**src/rtl/fwd_pkg.sv**
```systemverilog
package fwd_pkg;
  typedef enum logic [1:0] {
    SRC_ZERO = 2'd0,
    SRC_EX   = 2'd1,
    SRC_MEM  = 2'd2,
    SRC_RF   = 2'd3
  } fwd_src_e;
endpackage

```
**src/rtl/fwd_regfile.sv**
```systemverilog
module fwd_regfile #(
  parameter int XLEN  = 32,
  parameter int NREGS = 32,
  parameter int NRD   = 2,
  localparam int RIDX = $clog2(NREGS)
) (
  input  logic            clk_i,
  input  logic            rst_ni,
  input  logic            we_i,
  input  logic [RIDX-1:0] wa_i,
  input  logic [XLEN-1:0] wd_i,
  input  logic [RIDX-1:0] ra_i [NRD],
  output logic [XLEN-1:0] rd_o [NRD]
);
  logic [XLEN-1:0] mem_q [NREGS];
  logic            wr_ok;

  assign wr_ok = we_i && (wa_i != '0);

  always_ff @(posedge clk_i or negedge rst_ni) begin
    if (!rst_ni) begin
      for (int i = 0; i < NREGS; i++) mem_q[i] <= '0;
    end else if (wr_ok) begin
      mem_q[wa_i] <= wd_i;
    end
  end

  for (genvar p = 0; p < NRD; p++) begin : g_rd
    // write before read: same-cycle write visible
    always_comb begin
      if (ra_i[p] == '0)                rd_o[p] = '0;
      else if (wr_ok && wa_i == ra_i[p]) rd_o[p] = wd_i;
      else                               rd_o[p] = mem_q[ra_i[p]];
    end

    a_r6_wb_bypass: assert property (@(posedge clk_i) disable iff (!rst_ni)
      (we_i && wa_i != '0 && wa_i == ra_i[p]) |-> (rd_o[p] == wd_i));
  end
endmodule

```
**src/rtl/fwd_mux.sv**
```systemverilog
module fwd_mux
  import fwd_pkg::*;
#(
  parameter int XLEN = 32,
  parameter int RIDX = 5
) (
  input  logic [RIDX-1:0] src_i,
  input  logic [RIDX-1:0] ex_rd_i,
  input  logic            ex_we_i,
  input  logic [XLEN-1:0] ex_data_i,
  input  logic [RIDX-1:0] mem_rd_i,
  input  logic            mem_we_i,
  input  logic [XLEN-1:0] mem_data_i,
  input  logic [XLEN-1:0] rf_data_i,
  output fwd_src_e        sel_o,
  output logic [XLEN-1:0] op_o
);
  logic hit_ex, hit_mem;

  assign hit_ex  = ex_we_i  && (ex_rd_i  == src_i);
  assign hit_mem = mem_we_i && (mem_rd_i == src_i);

  // r0 first, then younger stage first
  always_comb begin
    if (src_i == '0)  sel_o = SRC_ZERO;
    else if (hit_ex)  sel_o = SRC_EX;
    else if (hit_mem) sel_o = SRC_MEM;
    else              sel_o = SRC_RF;
  end

  always_comb begin
    unique case (sel_o)
      SRC_ZERO: op_o = '0;
      SRC_EX:   op_o = ex_data_i;
      SRC_MEM:  op_o = mem_data_i;
      default:  op_o = rf_data_i;
    endcase
  end
endmodule

```
**src/rtl/operand_fwd.sv**
```systemverilog
module operand_fwd
  import fwd_pkg::*;
#(
  parameter int XLEN  = 32,
  parameter int NREGS = 32,
  localparam int RIDX = $clog2(NREGS),
  localparam int NOPS = 2
) (
  input  logic            clk_i,
  input  logic            rst_ni,
  input  logic [RIDX-1:0] src1_i,
  input  logic [RIDX-1:0] src2_i,
  input  logic [RIDX-1:0] ex_rd_i,
  input  logic            ex_we_i,
  input  logic [XLEN-1:0] ex_data_i,
  input  logic [RIDX-1:0] mem_rd_i,
  input  logic            mem_we_i,
  input  logic [XLEN-1:0] mem_data_i,
  input  logic [RIDX-1:0] wb_rd_i,
  input  logic            wb_we_i,
  input  logic [XLEN-1:0] wb_data_i,
  output logic [XLEN-1:0] opa_o,
  output logic [XLEN-1:0] opb_o
);
  logic [RIDX-1:0] src_w  [NOPS];
  logic [XLEN-1:0] rf_w   [NOPS];
  logic [XLEN-1:0] nxt_w  [NOPS];
  logic [XLEN-1:0] op_q   [NOPS];
  fwd_src_e        sel_w  [NOPS];

  assign src_w[0] = src1_i;
  assign src_w[1] = src2_i;

  fwd_regfile #(.XLEN(XLEN), .NREGS(NREGS), .NRD(NOPS)) u_rf (
    .clk_i (clk_i),
    .rst_ni(rst_ni),
    .we_i  (wb_we_i),
    .wa_i  (wb_rd_i),
    .wd_i  (wb_data_i),
    .ra_i  (src_w),
    .rd_o  (rf_w)
  );

  for (genvar k = 0; k < NOPS; k++) begin : g_op
    fwd_mux #(.XLEN(XLEN), .RIDX(RIDX)) u_mux (
      .src_i     (src_w[k]),
      .ex_rd_i   (ex_rd_i),
      .ex_we_i   (ex_we_i),
      .ex_data_i (ex_data_i),
      .mem_rd_i  (mem_rd_i),
      .mem_we_i  (mem_we_i),
      .mem_data_i(mem_data_i),
      .rf_data_i (rf_w[k]),
      .sel_o     (sel_w[k]),
      .op_o      (nxt_w[k])
    );

    always_ff @(posedge clk_i or negedge rst_ni) begin
      if (!rst_ni) op_q[k] <= '0;
      else         op_q[k] <= nxt_w[k];
    end

    a_r7_zero_src: assert property (@(posedge clk_i) disable iff (!rst_ni)
      (src_w[k] == '0) |=> (op_q[k] == '0));

    a_r5_ex_first: assert property (@(posedge clk_i) disable iff (!rst_ni)
      (src_w[k] != '0 && ex_we_i && ex_rd_i == src_w[k])
      |=> (op_q[k] == $past(ex_data_i)));

    a_r4_mem_fwd: assert property (@(posedge clk_i) disable iff (!rst_ni)
      (src_w[k] != '0 && !(ex_we_i && ex_rd_i == src_w[k])
       && mem_we_i && mem_rd_i == src_w[k])
      |=> (op_q[k] == $past(mem_data_i)));
  end

  assign opa_o = op_q[0];
  assign opb_o = op_q[1];
endmodule

```
**config.mk**
```make
export PLATFORM = sky130hd
export DESIGN_NAME = operand_fwd
export DESIGN_NICKNAME = d
export VERILOG_FILES = /design/src/rtl/fwd_pkg.sv /design/src/rtl/fwd_regfile.sv /design/src/rtl/fwd_mux.sv /design/src/rtl/operand_fwd.sv
export SDC_FILE = /design/constraint.sdc
export NUM_CORES = 2
export LEC_CHECK = 0
export BUFFER_PORTS_ARGS = -buffer_cell sky130_fd_sc_hd__buf_2
export CORE_UTILIZATION = 30
export CTS_CLUSTER_SIZE = 28
export DETAILED_ROUTE_END_ITERATION = 7
export PLACE_DENSITY = 0.47
export SYNTH_ARGS = -nofsm -noshare
export SYNTH_HDL_FRONTEND = slang
export SYNTH_SLANG_ARGS = --single-unit
```
**constraint.sdc**
```tcl
create_clock -name clk_i -period 2.95 [get_ports clk_i]
set_clock_uncertainty 0.1 [all_clocks]
set_input_delay 0.59 -clock clk_i [delete_from_list [all_inputs] [get_ports clk_i]]
set_output_delay 0.59 -clock clk_i [all_outputs]
set_load 0.05 [all_outputs]
```
==> reports/qor.txt <==
Simple-Gate Fraction of Synth Area = 1.49%
Setup CP Type = in -> reg
Cell taking the most area after synthesis = dfrtp_1
Post-Synth XOR/XNOR Area = 0.458%
Max Cap Viol = 0
Synth top cells by count = dfrtp_1, mux2_2, mux4_2
Core footprint = 0.190 mm²
Static Leak = 29.4 nW
Top FF cell, synth = dfrtp_1
WP data required = 3.47 ns
Area share of fa/ha/maj cells after synthesis = 0%
Routed len/inst = 32.9 µm
CP arrival = 3.10 ns
First-pass GRT wire length = 308000 µm
Worst path slowest cell = dlygate4sd3_1
Worst skew pair latency = 0.76 ns
Tot Pwr = 46.4 mW
Root buffer cell = clkbuf_16
Ys async rst share = 100%
Register bit total from synthesis = 1088
CTS sink cnt = 1088
Syn Inst Count = 3665
Final setup violating endpoints = 0
FMAX = 387 MHz
Post-synthesis compound-gate area fraction = 3.69%
Worst Hold Class = in -> reg
Post-CTS Resized = 0
Period utilisation layout = 87.5%
Drt drc = 0
ANT nets after route = 0
Register area share after synthesis = 47.5%
Total GRT Usage = 22.4%
Mean Syn Cell Area = 15.6 µm²
Port bufs = 189
Layout cells sized above 1 = 58.4%
Post-synth EDFFs = 0
Post-DR vias/cell = 5.66
Reg area = 0.0272 mm²
DRT iter0 DRCs = 2973
Cell Area, Placed = 0.0643 mm²
Final HPWL DP = 142000 µm
Worst Hold Slack = 0.0590 ns
VDD IR max = 466 µV
Yosys top cell area share = 47.5%
Via count = 36934
Worst-Margin Slew = 0.970 ns
Mux share of post-synthesis cell area = 43.5%
Combinational family with the most area after synthesis = multiplexers
Worst path cell trace = buf_8 > or2_2 > nor4_1 > o21ba_2 > buf_4 > a32oi_1 > dlygate4sd3_1 > o31ai_1
WL final = 215000 µm
Number of core rows = 160
CTS Buf Count = 120
Die Width = 439 µm
First drt pass iteration count = 7
Status = complete, no violations
Clock slew at reported path FFs = 0.06 ns
CTS tree = built
Hold Vio Cnt, Final = 0
Fin. max-slew vios = 0
Crit-path max FO = 25
Chip height = 439 µm
GP Congestion = 0.876
Gr ovfl total = 0
RSZ-0062 raised after global routing = no
Syn. warnings = 0
Largest net degree at the start of global routing = 88
Min cycle time layout = 2.58 ns
Startpoint types = input pin
Synth Cell Area = 0.0573 mm²
Non-filler cells, final = 6528
Io pins = 190
Syn nets = 3791
Fill cells = 17823
Placed Cells = 6274
Design Area, Final = 0.0688 mm²
Area growth, synth to finish = 19.9%
Cell variety after synth = 43
Initial antenna violation count = 3
CP endpoint kind = flop
Top-count cell post-synth = dfrtp_1
Die area = 0.193 mm²
Nets = 4043
Initial Utilization = 30.2%
Main area contributors after synthesis = dfrtp_1, mux4_2, mux2_2
Area occupied by multi-input gates = 0.0285 mm²
Slew HR = 35.3%
H-tree levels = 3
Vias in the first global route = 38815
CTS max path bufs = 3
Pwr/cell area = 675 mW/mm²
CP max stage delay = 0.60 ns
## layout by cell type (no fill, tap or decap), types with 6 or more instances in the layout
cell type      synthesis  routed
a211oi_1              16      16
a22oi_1              111     111
a32oi_1               32      32
buf_12                 0     136
buf_2                124     179
buf_4                 19     220
buf_8                  0       6
bufinv_16              0      11
clkbuf_1             251      23
clkbuf_16              0     122
clkbuf_8               0      35
clkinv_2               0      22
dfrtp_1             1088    1088
dlygate4sd3_1          0      32
mux2_1                35      35
mux2_2               974     974
mux2i_1               64      64
mux4_2               575     575
nand2_1               51      36
nand2_4                0      15
nand4_1               34      34
nor2_1                48      34
nor2_4                 0      14
o21ai_0               15      15
o221ai_1              32      32
o22ai_1               33      33
o31ai_1               32      32
xnor2_1               18      18
xor2_1                12      12
## cells by family (layout without fill, tap and decap cells)
family                    after synthesis  after routing
other                                   0              1
buffers and inverters                 447            798
DFF                                  1088           1088
muxes                                1648           1648
xor gates and xnor gates               30             30
and+or+nand+nor                       174            174
AOI/OAI and AO/OA                     278            278
## final cells by class
type | instances | area share (%)
inverter | 2 | 0.0109
clock buffer | 180 | 5.27
timing repair buffer | 575 | 8.30
clock inverter | 41 | 0.786
tap | 2511 | 4.57
sequential | 1088 | 39.6
antenna | 1 | 0.00364
multi-input combinational | 2130 | 41.5
## metal layers
layer  GRT usage [%]  part of all wire, %  vias to the layer above  wire length, µm
li1                -                    -                    14928                -
met1            28.3                   41                    20511            87300
met2            37.9                   50                     1127           108000
met3            2.79                  4.0                      368             8580
met4            10.6                  5.0                        0            10700
met5               0                    0                        -                0
## critical path, delay by kind of cell
| kind | cells | cell delay [ns] |
|---|---|---|
| buffers and inverters | 3 | 1.06 |
| AO/OA/AOI/OAI | 3 | 0.77 |
| AND/OR/NAND/NOR | 2 | 0.62 |
## sequential cells by signal (all words and copies together), names as in the netlist
name and count:
opb_o 32, opa_o 32, u_rf.mem_q 1024
## timing repair
item,4_1_cts,5_1_grt
endpoints found under the setup margin,0,0
hold endpoints to repair,160,0
setup buffers,0,0
hold buffers,32,0
## per-stage QoR
stage	utilization, %	setup WS (ns)	TNS (ns)
global placement	33.8	-0.244	-3.09
CTS	36.2	0.518	0
detailed placement	33.8	-0.262	-3.90
global route	36.2	0.309	0
floorplan	-	0.306	0
finish	36.2	0.369	0
## power breakdown
part           internal, mW  switching, mW  leakage (nW)
Sequential             17.8           2.17          13.9
Clock                  9.39           6.59          2.06
Combinational          5.81           4.62          13.4
## path summary, 6_finish.rpt
kind | from | end | slack, ns | cells past startpoint
setup / recovery | src1_i[1] | opa_o[18] | 0.37 | 8
hold / removal | mem_data_i[1] | opa_o[1] | 0.06 | 3
setup reg to reg | u_rf.mem_q[17] | opb_o[17] | 0.54 | 5
hold reg to reg | u_rf.mem_q[1006] | u_rf.mem_q[1006] | 0.30 | 0
max in group asynchronous | rst_ni | u_rf.mem_q[293] | 1.41 | 4
min in group asynchronous | rst_ni | u_rf.mem_q[483] | 0.27 | 2
No activity file was read; power rests on OpenSTA's default activity.
